## src/rtl/spiq_pkg.sv

```systemverilog
package spiq_pkg;
  localparam logic [7:0] OFF_TXDATA = 8'h48;
  localparam logic [7:0] OFF_RXDATA = 8'h4c;
  localparam logic [7:0] OFF_TXMARK = 8'h50;
  localparam logic [7:0] OFF_RXMARK = 8'h54;
  localparam logic [7:0] OFF_IEN    = 8'h70;
  localparam logic [7:0] OFF_IPEND  = 8'h74;

  localparam int unsigned IP_TX = 0;
  localparam int unsigned IP_RX = 1;
  localparam int unsigned NUM_IP = 2;

  localparam int unsigned FLAG_BIT = 31;
endpackage

```

## src/rtl/spiq_fifo.sv

```systemverilog
module spiq_fifo #(
  parameter int unsigned DW    = 8,
  parameter int unsigned DEPTH = 8,
  localparam int unsigned AW   = (DEPTH > 1) ? $clog2(DEPTH) : 1,
  localparam int unsigned CW   = $clog2(DEPTH + 1)
) (
  input  logic          clk_i,
  input  logic          rst_ni,
  input  logic          push_i,
  input  logic [DW-1:0] wdata_i,
  input  logic          pop_i,
  output logic [DW-1:0] rdata_o,
  output logic          full_o,
  output logic          empty_o,
  output logic [CW-1:0] count_o
);
  logic [DW-1:0] mem_q [DEPTH];
  logic [AW-1:0] wr_ptr_q, rd_ptr_q;
  logic [CW-1:0] cnt_q;
  logic          push_ok, pop_ok;

  function automatic logic [AW-1:0] ptr_inc(input logic [AW-1:0] p);
    return (p == AW'(DEPTH - 1)) ? '0 : p + 1'b1;
  endfunction

  assign full_o  = (cnt_q == CW'(DEPTH));
  assign empty_o = (cnt_q == '0);
  assign count_o = cnt_q;
  assign push_ok = push_i && !full_o;
  assign pop_ok  = pop_i && !empty_o;
  assign rdata_o = mem_q[rd_ptr_q];

  always_ff @(posedge clk_i) begin
    if (push_ok) mem_q[wr_ptr_q] <= wdata_i;
  end

  always_ff @(posedge clk_i or negedge rst_ni) begin
    if (!rst_ni) begin
      wr_ptr_q <= '0;
      rd_ptr_q <= '0;
      cnt_q    <= '0;
    end else begin
      if (push_ok) wr_ptr_q <= ptr_inc(wr_ptr_q);
      if (pop_ok)  rd_ptr_q <= ptr_inc(rd_ptr_q);
      unique case ({push_ok, pop_ok})
        2'b10:   cnt_q <= cnt_q + 1'b1;
        2'b01:   cnt_q <= cnt_q - 1'b1;
        default: cnt_q <= cnt_q;
      endcase
    end
  end


  count_bound_chk: assert property (@(posedge clk_i) disable iff (!rst_ni)
    cnt_q <= CW'(DEPTH));


  no_overflow_chk: assert property (@(posedge clk_i) disable iff (!rst_ni)
    (full_o && push_i && !pop_i) |=> (full_o && $stable(wr_ptr_q)));


  no_underflow_chk: assert property (@(posedge clk_i) disable iff (!rst_ni)
    (empty_o && pop_i && !push_i) |=> (empty_o && $stable(rd_ptr_q)));
endmodule

```

## src/rtl/spiq_wm.sv

```systemverilog
module spiq_wm #(
  parameter int unsigned CW = 4
) (
  input  logic          [CW-1:0] tx_count_i,
  input  logic          [CW-1:0] rx_count_i,
  input  logic          [CW-1:0] tx_mark_i,
  input  logic          [CW-1:0] rx_mark_i,
  input  logic [spiq_pkg::NUM_IP-1:0] ien_i,
  output logic [spiq_pkg::NUM_IP-1:0] pend_o,
  output logic                        irq_o
);
  import spiq_pkg::*;

  always_comb begin
    pend_o        = '0;
    pend_o[IP_TX] = (tx_count_i < tx_mark_i);
    pend_o[IP_RX] = (rx_count_i > rx_mark_i);
  end

  assign irq_o = |(pend_o & ien_i);
endmodule

```

## src/rtl/spi_queue_regs.sv

```systemverilog
module spi_queue_regs #(
  parameter int unsigned DW    = 8,
  parameter int unsigned DEPTH = 8
) (
  input  logic          clk_i,
  input  logic          rst_ni,
  input  logic          reg_req_i,
  input  logic          reg_we_i,
  input  logic [7:0]    reg_addr_i,
  input  logic [31:0]   reg_wdata_i,
  output logic [31:0]   reg_rdata_o,
  input  logic          tx_pop_i,
  output logic [DW-1:0] tx_data_o,
  output logic          tx_valid_o,
  input  logic          rx_push_i,
  input  logic [DW-1:0] rx_data_i,
  output logic          rx_ready_o,
  output logic          irq_o
);
  import spiq_pkg::*;

  localparam int unsigned CW = $clog2(DEPTH + 1);

  logic          wr_acc, rd_acc;
  logic          tx_full, tx_empty, rx_full, rx_empty;
  logic [CW-1:0] tx_cnt, rx_cnt;
  logic [DW-1:0] rx_head;
  logic [CW-1:0] tx_mark_q, rx_mark_q;
  logic [NUM_IP-1:0] ien_q, pend;
  logic          tx_push, rx_pop;

  assign wr_acc  = reg_req_i && reg_we_i;
  assign rd_acc  = reg_req_i && !reg_we_i;
  assign tx_push = wr_acc && (reg_addr_i == OFF_TXDATA);
  assign rx_pop  = rd_acc && (reg_addr_i == OFF_RXDATA);

  spiq_fifo #(.DW(DW), .DEPTH(DEPTH)) u_txq (
    .clk_i, .rst_ni,
    .push_i (tx_push),
    .wdata_i(reg_wdata_i[DW-1:0]),
    .pop_i  (tx_pop_i),
    .rdata_o(tx_data_o),
    .full_o (tx_full),
    .empty_o(tx_empty),
    .count_o(tx_cnt)
  );

  spiq_fifo #(.DW(DW), .DEPTH(DEPTH)) u_rxq (
    .clk_i, .rst_ni,
    .push_i (rx_push_i),
    .wdata_i(rx_data_i),
    .pop_i  (rx_pop),
    .rdata_o(rx_head),
    .full_o (rx_full),
    .empty_o(rx_empty),
    .count_o(rx_cnt)
  );

  assign tx_valid_o = !tx_empty;
  assign rx_ready_o = !rx_full;

  always_ff @(posedge clk_i or negedge rst_ni) begin
    if (!rst_ni) begin
      tx_mark_q <= CW'(1);
      rx_mark_q <= '0;
      ien_q     <= '0;
    end else if (wr_acc) begin
      unique case (reg_addr_i)
        OFF_TXMARK: tx_mark_q <= reg_wdata_i[CW-1:0];
        OFF_RXMARK: rx_mark_q <= reg_wdata_i[CW-1:0];
        OFF_IEN:    ien_q     <= reg_wdata_i[NUM_IP-1:0];
        default: ;
      endcase
    end
  end

  spiq_wm #(.CW(CW)) u_wm (
    .tx_count_i(tx_cnt),
    .rx_count_i(rx_cnt),
    .tx_mark_i (tx_mark_q),
    .rx_mark_i (rx_mark_q),
    .ien_i     (ien_q),
    .pend_o    (pend),
    .irq_o     (irq_o)
  );

  always_comb begin
    reg_rdata_o = '0;
    unique case (reg_addr_i)
      OFF_TXDATA: reg_rdata_o[FLAG_BIT] = tx_full;
      OFF_RXDATA: begin
        reg_rdata_o[FLAG_BIT] = rx_empty;
        if (!rx_empty) reg_rdata_o[DW-1:0] = rx_head;
      end
      OFF_TXMARK: reg_rdata_o = 32'(tx_mark_q);
      OFF_RXMARK: reg_rdata_o = 32'(rx_mark_q);
      OFF_IEN:    reg_rdata_o = 32'(ien_q);
      OFF_IPEND:  reg_rdata_o = 32'(pend);
      default: ;
    endcase
  end


  irq_mask_chk: assert property (@(posedge clk_i) disable iff (!rst_ni)
    (ien_q == '0) |-> !irq_o);


  rx_drop_chk: assert property (@(posedge clk_i) disable iff (!rst_ni)
    (!rx_ready_o && rx_push_i && !rx_pop) |=> !rx_ready_o);


  tx_step_chk: assert property (@(posedge clk_i) disable iff (!rst_ni)
    (tx_push && !tx_full && !tx_pop_i) |=> tx_valid_o);
endmodule

```

## config.mk

```make
export PLATFORM = sky130hd
export DESIGN_NAME = spi_queue_regs
export DESIGN_NICKNAME = d
export VERILOG_FILES = /design/src/rtl/spiq_pkg.sv /design/src/rtl/spiq_fifo.sv /design/src/rtl/spiq_wm.sv /design/src/rtl/spi_queue_regs.sv
export SDC_FILE = /design/constraint.sdc
export NUM_CORES = 1
export LEC_CHECK = 0
export ABC_AREA = 0
export BUFFER_PORTS_ARGS = -buffer_cell sky130_fd_sc_hd__buf_2
export CORE_ASPECT_RATIO = 0.75
export CORE_MARGIN = 5
export CORE_UTILIZATION = 48
export DETAILED_ROUTE_END_ITERATION = 16
export GPL_TIMING_DRIVEN = 0
export PLACE_DENSITY = 0.68
export SLEW_MARGIN = 10
export SYNTH_ARGS = -nofsm -noshare
export SYNTH_HDL_FRONTEND = slang
export SYNTH_SLANG_ARGS = --single-unit
export TNS_END_PERCENT = 10
```

## constraint.sdc

```tcl
create_clock -name clk_i -period 5.4 [get_ports clk_i]
set_input_delay 0.81 -clock clk_i [delete_from_list [all_inputs] [get_ports clk_i]]
set_output_delay 0.81 -clock clk_i [all_outputs]
set_load 0.01 [all_outputs]
```

==> impl_metrics.ini <==
[die]
die_height_um = 115
core-area_mm2 = 0.0145
row_count = 38
ios = 97
initial_core_util = 0.491
fp.dieArea_mm2 = 0.0173
die_w_um = 150

[setup_path]
critPathSlowestCell = clkbuf_1
critPathKind = flop to output pin
end_kind = output pin
crit_chain = clkbuf_1 -> clkbuf_1 -> mux4_2 -> mux2_2 -> buf_2
r2r_cells = 8
cp_data_arrival_time_ns = 2.68
crit_top_cell = clkbuf_1
r2r_end = u_txq.count_o[3]$_DFFE_PN0P_
start_kind = flop
path_max_fanout = 10
critPathMaxStageDelay_ns = 0.60
worstPathRequired_ns = 4.59
reg2reg_from = u_txq.count_o[1]$_DFFE_PN0P_
rrSetupSlack_ns = 2.44

[grt]
track_usage = 0.173
grt_overflow = 0
grt_pass1_vias = 3984
antenna_found_initial = 0
grt_pass1_wl_mm = 22.2
grt_max_degree = 31

[pwr]
power_frac_clock = 0.326
p_leak_nw = 3.09
power_density_mw_per_mm2 = 416
netSwitchingPower_mw = 1.00
p_total_mw = 3.48
seq_power_share = 0.443
internal-power_mw = 2.47
ir_drop_mv = 0.288
switching_share = 0.289
pwr-share-comb = 0.231

[cts]
numCtsBuffers = 17
postCtsSetupRepairBufs = 0
cts_buffer_depth = 2
clock_latency_ns = 0.43
path_clk_slew_ns = 0.07
cts_tree = built
post_cts_resized = 0
postCtsHoldBufs = 0
htreeDepth = 4
cts_sinks = 158
cts-root-buf = clkbuf_16

[detailed_routing]
route.detailed.wl_per_inst_um = 18.8
first_pass_iters = 5
via_count = 3896
avgViaCountPerCell = 5.32
dr.first_iter.drc_count = 257
routed_wirelength_mm = 13.8
ant_nets = 0
drc = 0

[placed_design]
placed_area_mm2 = 0.00779
gp_congestion = 0.826
port_buffers = 48
dp_slack_ns = 1.79
detailed_place_hpwl_mm = 9.69

[flow_run]
max-cap-violations = 0

[logic_synthesis]
yosysTopAreaCell = edfxtp_1
yosysSeqAreaShare = 0.648
ys_types = 54
postSynthAreaPerCell_um2 = 16.7
ys_warn_count = 0
synth_area_mm2 = 0.00709
synth_seq_cells = 158
synth_edf_count = 128
async_flop_share = 0.190
synthFlopType = edfxtp_1
synth_cells = 424
synthTopCellsByArea = edfxtp_1 (54%), dfrtp_1 (10%), mux4_2 (10%)
synth_top_area_frac = 0.542

[layout]
drive_gt1_frac = 0.375
final_nets = 596
stdcell_area_mm2 = 0.00835
nFillCells = 1153
diodes = 0
regArea_mm2 = 0.00460
synthToLayoutAreaGrowth_pct = 17.8
multi_input_area_mm2 = 0.00234

[sta]
setup_tns_ns = 0
slew_violations = 0
setup_viol = 0
finalHoldViolCount = 0
fin_crit_ns = 3.49
period_share = 0.646
hold_ws_ns = 0.428
fmaxAchievable_ghz = 0.287
rsz0062_at_grt = no
worst_slack_ns = 1.91
tightest_slew_ns = 0.988
relSlewSlack = 0.339
fin_skew_ns = 0.0159

[worst_hold_path]
hp-class = primary input to asynchronous set/reset pin

[run_status]
status = finished, final reports clean
## per-stage QoR
stage | util | std cells
2_1_floorplan | - | 446
3_3_place_gp | 0.530 | 694
3_5_place_dp | 0.539 | 701
4_1_cts | 0.578 | 733
5_1_grt | 0.578 | 733
6_report | 0.578 | 733
## area by class of cell
type | count | area share
timing repair buffer | 55 | 0.0348
sequential | 158 | 0.550
inverter | 19 | 0.00854
clock inverter | 14 | 0.0160
buffer | 38 | 0.0294
multi-input combinational | 231 | 0.280
clock buffer | 18 | 0.0514
tap | 200 | 0.0300
## power by group through the flow
stage | clock [mW] | combinational [mW] | sequential, mW
finish | 1.13 | 0.802 | 1.54
global route | 1.21 | 0.899 | 1.56
CTS | 1.16 | 0.819 | 1.54
detailed placement | 0 | 0.816 | 1.57
global placement | 0 | 0.777 | 1.56
floorplan | 0 | 0.586 | 1.54
## cells in the mapped netlist (3+ instances only)
cell type / number
clkbuf_1: 5
o22ai_1: 3
mux2i_1: 13
buf_4: 23
mux4_2: 32
nand3b_1: 4
a21oi_1: 6
nor4_1: 5
ha_1: 21
mux2_2: 27
edfxtp_1: 128
o21ai_0: 9
nor3_1: 11
or3_1: 3
buf_2: 6
nand2b_1: 6
nand3_1: 4
inv_1: 18
nor4b_1: 5
xor2_1: 5
nand2_1: 14
nor2_1: 11
dfrtp_1: 29
## how the worst max path moves through the flow
stage                     cells after the start                          start  slack [ns]                           end
final                                         5  u_txq.rd_ptr_q[1]$_DFFE_PN0P_        1.91                  tx_data_o[1]
after global routing                          5  u_txq.rd_ptr_q[1]$_DFFE_PN0P_        1.76                  tx_data_o[1]
after CTS                                     5  u_txq.rd_ptr_q[1]$_DFFE_PN0P_        1.89                  tx_data_o[1]
after detailed placement                      9                  reg_addr_i[2]        1.79  u_rxq.count_o[3]$_DFFE_PN0P_
after global placement                        6                  reg_addr_i[5]        1.33   u_txq.mem_q[2][7]$_DFFE_PP_
after floorplan                               9                  reg_addr_i[5]        2.29  u_rxq.count_o[3]$_DFFE_PN0P_
## layout by cell type, fill, tap and decap left out, types with 3 or more instances in the layout
| master | n |
|---|---|
| edfxtp_1 | 128 |
| buf_2 | 55 |
| mux4_2 | 32 |
| buf_4 | 29 |
| dfrtp_1 | 29 |
| mux2_2 | 27 |
| conb_1 | 23 |
| ha_1 | 21 |
| inv_1 | 18 |
| clkbuf_16 | 17 |
| nand2_1 | 14 |
| mux2i_1 | 13 |
| nor2_1 | 11 |
| o21ai_0 | 9 |
| nor3_2 | 7 |
| clkbuf_1 | 6 |
| a21oi_1 | 6 |
| nand2b_1 | 6 |
| nor3_1 | 5 |
| xor2_1 | 5 |
| nand3_1 | 4 |
| nand3b_1 | 4 |
| nor4_2 | 4 |
| nor4b_2 | 4 |
| inv_6 | 4 |
| or3_1 | 3 |
| o22ai_1 | 3 |
| clkinv_4 | 3 |
| clkinvlp_4 | 3 |
## worst max-delay path: cells and delay by family, from the launching register on
| family | cells | cell delay [ns] |
|---|---|---|
| multiplexers | 2 | 0.70 |
| buffers and inverters | 3 | 1.19 |
| flip-flops | 1 | 0.35 |
## state kept, by name, indices dropped and copies added, names as in the netlist
signal          cells
u_txq.wr_ptr_q      3
tx_mark_q           4
u_txq.mem_q        64
u_txq.count_o       4
rx_mark_q           4
u_rxq.rd_ptr_q      3
ien_q               2
u_rxq.count_o       4
u_rxq.wr_ptr_q      3
u_txq.rd_ptr_q      3
u_rxq.mem_q        64
## per-layer routing
layer  track usage  share of wire  vias up  wire [um]
met3        0.0485          0.065       10        892
met4        0.0542         0.0078        0        108
met1         0.253           0.46     1981       6340
li1              -              -     1807          -
met5             0              0        -          0
met2         0.254           0.47       98       6420
## kinds of logic after synthesis
family                     count (synthesis)  share of synthesized area
xor gates and xnor gates                   7                    0.00865
DFF                                      158                      0.648
AOI/OAI and AO/OA                         27                     0.0238
buffers and inverters                     57                     0.0446
adders and majority gates                 22                     0.0399
other                                      1                   0.000529
muxes                                     72                      0.163
and+or+nand+nor                           80                     0.0716
(Power assumes the default switching activity.)
